`config.mk`:
```
export PLATFORM = sky130hd
export DESIGN_NAME = spi_reg_master
export DESIGN_NICKNAME = d
export VERILOG_FILES = /design/src/rtl/spi_rm_pkg.sv /design/src/rtl/spi_rm_fifo.sv /design/src/rtl/spi_rm_engine.sv /design/src/rtl/spi_rm_csel.sv /design/src/rtl/spi_reg_master.sv
export SDC_FILE = /design/constraint.sdc
export NUM_CORES = 1
export LEC_CHECK = 0
export ABC_CLOCK_PERIOD_IN_PS = 6250
export BUFFER_PORTS_ARGS = -buffer_cell sky130_fd_sc_hd__buf_2
export CAP_MARGIN = 20
export CORE_MARGIN = 4
export CORE_UTILIZATION = 60
export CTS_CLUSTER_DIAMETER = 200
export CTS_CLUSTER_SIZE = 16
export DETAILED_ROUTE_END_ITERATION = 8
export PLACE_DENSITY_LB_ADDON = 0.3
export SKIP_CTS_REPAIR_TIMING = 1
export SYNTH_ARGS = -nofsm -noshare
export SYNTH_HDL_FRONTEND = slang
export SYNTH_SLANG_ARGS = --single-unit
```
`constraint.sdc`:
```
create_clock -name clk -period 6.25 [get_ports clk]
set_input_delay 0.3125 -clock clk [delete_from_list [all_inputs] [get_ports clk]]
set_output_delay 0.3125 -clock clk [all_outputs]
set_load 0.02 [all_outputs]
```
`src/rtl/spi_rm_pkg.sv`:
```
package spi_rm_pkg;
  localparam int WORD_W  = 32;
  localparam int NUM_CS  = 4;
  localparam int SEL_W   = 2;
  localparam int LEN_W   = 5;

  localparam int OFS_CMD = 32'h000;
  localparam int OFS_STS = 32'h010;
  localparam int OFS_FST = 32'h014;
  localparam int OFS_TXD = 32'h108;
  localparam int OFS_RXD = 32'h188;

  // Optional byte reversal, then optional bit reversal inside each byte.
  // Both steps undo themselves, so one function serves both directions.
  function automatic logic [WORD_W-1:0] order_word(input logic [WORD_W-1:0] w,
                                                   input logic bit_lsb,
                                                   input logic byte_rev);
    logic [WORD_W-1:0] t;
    logic [WORD_W-1:0] r;
    t = byte_rev ? {w[7:0], w[15:8], w[23:16], w[31:24]} : w;
    for (int i = 0; i < WORD_W; i++) begin
      r[i] = bit_lsb ? t[(i & ~7) + 7 - (i & 7)] : t[i];
    end
    return r;
  endfunction
endpackage

```
`src/rtl/spi_rm_fifo.sv`:
```
module spi_rm_fifo #(
  parameter int DEPTH = 8,
  parameter int WIDTH = 32
) (
  input  logic             clk,
  input  logic             rst_n,
  input  logic             push,
  input  logic [WIDTH-1:0] wdata,
  input  logic             pop,
  input  logic             flush,
  output logic [WIDTH-1:0] head,
  output logic             full,
  output logic             empty
);
  localparam int PTR_W = (DEPTH > 1) ? $clog2(DEPTH) : 1;
  localparam int CNT_W = $clog2(DEPTH + 1);

  logic [WIDTH-1:0] mem [DEPTH];
  logic [PTR_W-1:0] wp, rp;
  logic [CNT_W-1:0] cnt;
  logic do_push, do_pop;

  function automatic logic [PTR_W-1:0] nxt(input logic [PTR_W-1:0] p);
    return (p == PTR_W'(DEPTH - 1)) ? '0 : p + PTR_W'(1);
  endfunction

  assign full    = (cnt == CNT_W'(DEPTH));
  assign empty   = (cnt == '0);
  assign do_push = push && !full;
  assign do_pop  = pop && !empty;
  assign head    = mem[rp];

  always_ff @(posedge clk) begin
    if (do_push && !flush) mem[wp] <= wdata;
  end

  always_ff @(posedge clk or negedge rst_n) begin
    if (!rst_n) begin
      wp  <= '0;
      rp  <= '0;
      cnt <= '0;
    end else if (flush) begin
      wp  <= '0;
      rp  <= '0;
      cnt <= '0;
    end else begin
      if (do_push) wp <= nxt(wp);
      if (do_pop)  rp <= nxt(rp);
      case ({do_push, do_pop})
        2'b10:   cnt <= cnt + CNT_W'(1);
        2'b01:   cnt <= cnt - CNT_W'(1);
        default: cnt <= cnt;
      endcase
    end
  end
endmodule

```
`src/rtl/spi_rm_engine.sv`:
```
module spi_rm_engine #(
  parameter int CLK_DIV = 4
) (
  input  logic        clk,
  input  logic        rst_n,
  input  logic        start,
  input  logic [4:0]  len_m1,
  input  logic        cpol,
  input  logic        cpha,
  input  logic [31:0] tx_word,
  input  logic        miso,
  output logic        busy,
  output logic        done,
  output logic        sck,
  output logic        mosi,
  output logic [31:0] rx_word
);
  localparam int CNT_W  = (CLK_DIV > 1) ? $clog2(CLK_DIV) : 1;
  localparam int STEP_W = 7;

  logic              busy_q, cpha_q, sck_q;
  logic [CNT_W-1:0]  cnt;
  logic [STEP_W-1:0] step, last_step;
  logic [31:0]       sh_tx, sh_rx;
  logic              wrap, at_end, lead, smp;

  assign wrap   = (cnt == CNT_W'(CLK_DIV - 1));
  assign at_end = (step == last_step);
  assign lead   = ~step[0];
  assign smp    = cpha_q ? ~lead : lead;
  assign done   = busy_q && wrap && at_end;

  always_ff @(posedge clk or negedge rst_n) begin
    if (!rst_n) begin
      busy_q    <= 1'b0;
      cpha_q    <= 1'b0;
      sck_q     <= 1'b0;
      cnt       <= '0;
      step      <= '0;
      last_step <= '0;
      sh_tx     <= '0;
      sh_rx     <= '0;
    end else if (!busy_q) begin
      sck_q <= cpol;
      if (start) begin
        busy_q    <= 1'b1;
        cnt       <= '0;
        step      <= '0;
        last_step <= ({2'b00, len_m1} + STEP_W'(1)) << 1;
        cpha_q    <= cpha;
        sh_tx     <= tx_word << (5'd31 - len_m1);
        sh_rx     <= '0;
      end
    end else if (wrap) begin
      cnt <= '0;
      if (at_end) begin
        busy_q <= 1'b0;
        sck_q  <= cpol;
      end else begin
        sck_q <= ~sck_q;
        step  <= step + STEP_W'(1);
        if (smp) sh_rx <= {sh_rx[30:0], miso};
        else if (step != '0) sh_tx <= {sh_tx[30:0], 1'b0};
      end
    end else begin
      cnt <= cnt + CNT_W'(1);
    end
  end

  assign busy    = busy_q;
  assign sck     = sck_q;
  assign mosi    = busy_q & sh_tx[31];
  assign rx_word = sh_rx;
endmodule

```
`src/rtl/spi_rm_csel.sv`:
```
module spi_rm_csel #(
  parameter int NUM_CS = 4,
  parameter int SEL_W  = 2
) (
  input  logic [SEL_W-1:0]  sel,
  input  logic              sw_mode,
  input  logic              sw_level,
  input  logic              cs0_inv,
  input  logic              frame_active,
  output logic [NUM_CS-1:0] cs_n
);
  for (genvar g = 0; g < NUM_CS; g++) begin : g_cs
    logic idle_lvl;
    assign idle_lvl = (g == 0) ? ~cs0_inv : 1'b1;
    assign cs_n[g]  = (sel != SEL_W'(g)) ? idle_lvl :
                      sw_mode            ? sw_level :
                      frame_active       ? ~idle_lvl : idle_lvl;
  end
endmodule

```
`src/rtl/spi_reg_master.sv`:
```
module spi_reg_master
  import spi_rm_pkg::*;
#(
  parameter int CLK_DIV    = 4,
  parameter int FIFO_DEPTH = 8,
  parameter int ADDR_W     = 9
) (
  input  logic              clk,
  input  logic              rst_n,
  input  logic              reg_wr,
  input  logic              reg_rd,
  input  logic [ADDR_W-1:0] reg_addr,
  input  logic [31:0]       reg_wdata,
  output logic [31:0]       reg_rdata,
  output logic              spi_sck,
  output logic              spi_mosi,
  input  logic              spi_miso,
  output logic [3:0]        spi_cs_n
);
  logic hit_cmd, hit_sts, hit_fst, hit_txd, hit_rxd;
  logic wr_cmd, wr_sts, wr_fst, cmd_take, start;
  logic [30:0] cmd_q;
  logic        rdy_q, flush_tx_q, flush_rx_q;
  logic [3:0]  err_q, err_ev;
  logic        eng_busy, eng_done, cfg_cpol;
  logic [31:0] eng_tx, eng_rx, rx_in, tx_head, rx_head;
  logic        tx_full, tx_empty, rx_full, rx_empty;
  logic        tx_push, tx_pop, rx_push, rx_pop, tx_en_now;

  assign hit_cmd = (reg_addr == ADDR_W'(OFS_CMD));
  assign hit_sts = (reg_addr == ADDR_W'(OFS_STS));
  assign hit_fst = (reg_addr == ADDR_W'(OFS_FST));
  assign hit_txd = (reg_addr == ADDR_W'(OFS_TXD));
  assign hit_rxd = (reg_addr == ADDR_W'(OFS_RXD));

  assign wr_cmd   = reg_wr && hit_cmd;
  assign wr_sts   = reg_wr && hit_sts;
  assign wr_fst   = reg_wr && hit_fst;
  assign cmd_take = wr_cmd && !eng_busy;
  assign start    = cmd_take && reg_wdata[31] && reg_wdata[30];
  assign cfg_cpol = cmd_take ? reg_wdata[29] : cmd_q[29];

  // transmit side: one word leaves the queue as the frame starts
  assign tx_en_now = reg_wdata[11];
  assign tx_push   = reg_wr && hit_txd;
  assign tx_pop    = start && tx_en_now && !tx_empty;
  assign eng_tx    = tx_pop ? order_word(tx_head, reg_wdata[16], reg_wdata[15]) : '0;

  // receive side: word enters the queue at completion
  assign rx_push = eng_done && cmd_q[12];
  assign rx_pop  = reg_rd && hit_rxd;
  assign rx_in   = order_word(eng_rx, cmd_q[16], cmd_q[15]);

  // sticky events: [0] rx underrun, [1] rx overflow, [2] tx underrun, [3] tx overflow
  assign err_ev = {tx_push && tx_full,
                   start && tx_en_now && tx_empty,
                   rx_push && rx_full,
                   rx_pop && rx_empty};

  always_ff @(posedge clk or negedge rst_n) begin
    if (!rst_n) begin
      cmd_q      <= '0;
      rdy_q      <= 1'b0;
      err_q      <= '0;
      flush_tx_q <= 1'b0;
      flush_rx_q <= 1'b0;
    end else begin
      if (cmd_take) cmd_q <= reg_wdata[30:0];
      rdy_q      <= eng_done | (rdy_q & ~(wr_sts & reg_wdata[30]));
      err_q      <= (err_q & ~(wr_fst ? reg_wdata[7:4] : 4'b0000)) | err_ev;
      flush_tx_q <= wr_fst & reg_wdata[14];
      flush_rx_q <= wr_fst & reg_wdata[15];
    end
  end

  spi_rm_fifo #(.DEPTH(FIFO_DEPTH), .WIDTH(WORD_W)) u_txq (
    .clk(clk), .rst_n(rst_n), .push(tx_push), .wdata(reg_wdata), .pop(tx_pop),
    .flush(flush_tx_q), .head(tx_head), .full(tx_full), .empty(tx_empty));

  spi_rm_fifo #(.DEPTH(FIFO_DEPTH), .WIDTH(WORD_W)) u_rxq (
    .clk(clk), .rst_n(rst_n), .push(rx_push), .wdata(rx_in), .pop(rx_pop),
    .flush(flush_rx_q), .head(rx_head), .full(rx_full), .empty(rx_empty));

  spi_rm_engine #(.CLK_DIV(CLK_DIV)) u_eng (
    .clk(clk), .rst_n(rst_n), .start(start), .len_m1(reg_wdata[4:0]),
    .cpol(cfg_cpol), .cpha(reg_wdata[28]), .tx_word(eng_tx), .miso(spi_miso),
    .busy(eng_busy), .done(eng_done), .sck(spi_sck), .mosi(spi_mosi), .rx_word(eng_rx));

  spi_rm_csel #(.NUM_CS(NUM_CS), .SEL_W(SEL_W)) u_cs (
    .sel(cmd_q[27:26]), .sw_mode(cmd_q[21]), .sw_level(cmd_q[20]),
    .cs0_inv(cmd_q[22]), .frame_active(eng_busy), .cs_n(spi_cs_n));

  always_comb begin
    reg_rdata = '0;
    if (hit_cmd)      reg_rdata = {eng_busy, cmd_q};
    else if (hit_sts) reg_rdata[30] = rdy_q;
    else if (hit_fst) reg_rdata = {16'b0, flush_rx_q, flush_tx_q, 5'b0, |err_q, err_q,
                                   tx_full, tx_empty, rx_full, rx_empty};
    else if (hit_rxd) reg_rdata = rx_empty ? '0 : rx_head;
  end
endmodule

```
==> metrics.md <==
| Metric | Value |
|---|---|
| Residual overflow from global routing | 0 |
| CP Max Fanout | 44 |
| ANT nets after route | 0 |
| Number of clock buffers inserted by TritonCTS | between 40 and 50 |
| Cell type with the largest total area after synthesis | sky130_fd_sc_hd__edfxtp_1 |
| Clock Skews | approximately 38 ps |
| Placed Cells incl. Taps | between 2000 and 3000 |
| Root buffer selected by CTS | sky130_fd_sc_hd__clkbuf_16 |
| Predominant post-synthesis flop cell | sky130_fd_sc_hd__edfxtp_1 |
| Via count of the routed design | 18300 |
| Register-to-register setup slack | 1840 ps |
| Share of Yosys cell area claimed by the top area cell type | about 52% |
| Core Util, Final | about two thirds |
| Worst hold endpoint | u_txq.mem[1][12]$_DFFE_PP_ |
| Average routed wire per standard cell | 27.6 um |
| Startpoint of the lowest-slack register-to-register path | u_txq.rp[2]$_DFFE_PN0P_ |
| Sinks on Clock Net | 652 |
| CP Data Arrival Time | slightly below 5000 ps |
| Maximum Capacitance Violations | 0 |
| Die Area | ~0.053 mm2 |
| DRC violation count after routing | 0 |
| Power after layout | between 7 and 8 mW |
| Post-DP HPWL | between 40000 and 50000 um |
| Die boundary height | about 230 um |
| Fraction of final layout cells sized beyond drive strength 1 | between 20% and 30% |
| Post-synthesis net count | 2009 |
| Area of the mapped netlist | slightly below 0.03 mm2 |
| Tightest slew margin relative to the limit | between 20% and 30% |
| Instance count along the most critical hold path | 1 |
| Vias per cell | 6.79 |
| Fraction of met2 tracks used by global routing | 47.3% |
| Critical path required time | 6740 ps |
| Effective utilization at floorplan | 60.8% |
| Setup repair after global routing missed its margin | no |
| Worst-skew pair later-pin latency | about 610 ps |
| Setup-failing EPs final | 0 |
| Crit end category | flip-flop |
| Warnings from Yosys | 0 |
| Area of placed instances | slightly above 0.03 mm2 |
| Via count of the first global-routing pass | approximately 18000 |
| Reported leakage power | approximately 11 nW |
| Post-route non-filler standard cell count | 2699 |
| Global routing met3 resource utilization | under 10% |
| Core ar. | between 0.04 and 0.05 mm2 |
| Worst flop-to-flop path endpoint | u_eng.sh_tx[14]$_DFFE_PN0P_ |
| Total Wirelength | 74400 um |
| Net count of the finished layout | 2061 |
| Num ports | 84 |
| Number of design-rule violations left by the first detailed-router iteration | 2285 |
| Worst IR Drop VDD | approximately 0.26 mV |
| Most utilized layer in the global route result | met2 |
| Pin count of the biggest net entering global routing | 86 |
| Power density cells | between 200 and 250 mW/mm2 |
| Worst min-delay path class | primary input to flip-flop |
| Number of antenna violations at the first check in global routing | 1 |
| Synth area leaders | sky130_fd_sc_hd__edfxtp_1 (52%), sky130_fd_sc_hd__dfrtp_1 (12%), sky130_fd_sc_hd__mux4_2 (11%) |
| Row cnt | 81 |
| Synthesis-to-finish area growth | 8.45% |
| Port-buffer cells | between 80 and 90 |
| Clock-pin slew reported for the worst setup and hold paths after clock tree synthesis | about 80 ps |
| Worst slew pin tran | roughly 1100 ps |
| Part of the cycle the worst path needs | 70.6% |
| Count of H-tree levels built during CTS | 2 |
| Sequential share of the synthesized area | a little over three fifths |
| Gp weighted congestion | between 0.9 and 1 |
| Unique masters post-synth | 84 |
| Worst Hold Launch | reg_wdata[12] |
| Global routing usage summed across all routing layers | around 28% |
| Final slew viol count | 0 |
| Proportion of synthesized flip-flops having asynchronous set or reset | a little over a fifth |
| Worst-case reg-to-reg path depth | 10 |
| Status | finished, final reports clean |
| Final setup TNS | 0 ps |
| Launching element type of the critical path | flip-flop |
| Number of endpoints with negative hold slack in the final report | 0 |
| Number of storage elements in the synthesis netlist | between 600 and 700 |
| Post-route minimum period | 4410 ps |
| Horizontal extent of the die | around 230 um |
| Number of enable-type register cells in the synthesized netlist | roughly 500 |
| TritonRoute pass-1 iters | 5 |
| Start-to-end type of the worst setup path | flip-flop to flip-flop |
| Clock tree from TritonCTS | done |
| Highest clock frequency the design can meet | about 230 MHz |
| Largest buffer count on any clock path | 3 |
| Finished layout cell area | about 0.032 mm2 |
| Fraction of met1 tracks used by global routing | approximately 39% |
| First-pass GRT wire length | between 100000 and 150000 um |
| Mean cell area of the mapped netlist | 15.3 um2 |
| Mapped Cells | 1946 |
## per-layer routing
metal,up-vias,share of wire [%]
li1,7862,-
met1,9450,39
met2,877,51
met3,144,7.1
met4,0,2.9
met5,-,0
## logic make-up (layout without fill, tap and decap cells)
group / Yosys count / count (layout) / synth area share [%]
DFF: 652 / 652 / 63.3
and+or+nand+nor: 430 / 430 / 6.88
muxes: 348 / 348 / 18.6
AOI/OAI and AO/OA: 336 / 336 / 7.76
buffers and inverters: 140 / 228 / 2.11
xor gates and xnor gates: 23 / 23 / 0.675
adders and majority gates: 17 / 17 / 0.738
other: 0 / 1 / 0
## synthesized netlist by cell type (all sizes together) (16+ instances only)
master and number:
a21oi 36, a22o 45, a22oi 25, a31oi 20
buf 43, clkbuf 81, dfrtp 140, edfxtp 512
ha 16, mux2 70, mux2i 125, mux4 153
nand2 138, nand3 38, nor2 107, nor3 32
o21ai 79, o22ai 37
## state kept, by name, indices dropped and copies added (netlist names), 4 cells and up
signal and flops:
u_rxq.mem 256, u_txq.mem 256, u_eng.rx_word 32, u_eng.sh_tx 32, cmd_q 31, u_eng.step 7, u_eng.last_step 6, err_q 4
u_rxq.cnt 4, u_txq.cnt 4
## worst max path at each step
stage                                         start                     endpoint  slack [ps]  cells after the start
after floorplan           u_eng.step[5]$_DFFE_PN0P_    u_rxq.mem[2][0]$_DFFE_PP_         490                      7
after global placement      u_txq.rp[1]$_DFFE_PN0P_  u_eng.sh_tx[31]$_DFFE_PN0P_        2050                     10
after detailed placement    u_txq.rp[1]$_DFFE_PN0P_  u_eng.sh_tx[26]$_DFFE_PN0P_        2020                     10
after CTS                   u_txq.rp[1]$_DFFE_PN0P_  u_eng.sh_tx[26]$_DFFE_PN0P_        1990                     10
after global routing        u_txq.rp[2]$_DFFE_PN0P_  u_eng.sh_tx[14]$_DFFE_PN0P_        1650                     10
final                       u_txq.rp[2]$_DFFE_PN0P_  u_eng.sh_tx[14]$_DFFE_PN0P_        1840                     10
## critical path: stages (launching register included)
cell,delay [ps]
sky130_fd_sc_hd__dfrtp_2,1110
sky130_fd_sc_hd__buf_4,560
sky130_fd_sc_hd__mux4_2,370
sky130_fd_sc_hd__mux2i_1,400
sky130_fd_sc_hd__nor2_1,80
sky130_fd_sc_hd__a211o_1,310
sky130_fd_sc_hd__a32o_1,220
sky130_fd_sc_hd__a21oi_1,500
sky130_fd_sc_hd__o21ai_0,290
sky130_fd_sc_hd__o21bai_1,320
sky130_fd_sc_hd__o21ai_0,130
## cells in the final DEF (no fill, tap or decap), types with 37 or more instances in the layout
cell,netlist,routed
sky130_fd_sc_hd__nand3_1,38,38
sky130_fd_sc_hd__nor2_1,106,100
sky130_fd_sc_hd__mux2_2,68,68
sky130_fd_sc_hd__o21ai_0,74,74
sky130_fd_sc_hd__nand2_1,136,136
sky130_fd_sc_hd__dfrtp_1,140,133
sky130_fd_sc_hd__mux4_2,149,149
sky130_fd_sc_hd__buf_4,10,41
sky130_fd_sc_hd__buf_2,6,82
sky130_fd_sc_hd__clkbuf_16,0,48
sky130_fd_sc_hd__mux2i_1,120,120
sky130_fd_sc_hd__edfxtp_1,512,512
sky130_fd_sc_hd__a22o_1,45,45
sky130_fd_sc_hd__o22ai_1,37,37
## layout make-up
class / count / area, um2
Antenna cell: 1 / 2.50
Clock buffer: 82 / 1330
Clock inverter: 2 / 28.8
Fill cell: 3414 / 16700
Inverter: 16 / 60.1
Multi-Input combinational cell: 1154 / 10400
Sequential cell: 652 / 18900
Tap cell: 664 / 831
Timing Repair Buffer: 128 / 779
## stage by stage
stage / worst slack [ps] / hold slack [ps]
after floorplan: 491 / 16.9
after global placement: 2050 / 446
after detailed placement: 2020 / 454
after CTS: 1990 / -208
after global routing: 1650 / 11.1
final: 1840 / 3.15
## where the power goes
part           switching (mW)  total, mW  internal (mW)
Clock                    1.44       2.89           1.45
Sequential             0.0160       4.68           4.66
Combinational           0.207      0.319          0.112
Total                    1.67       7.88           6.22
Power figures use the tool's default switching activity.
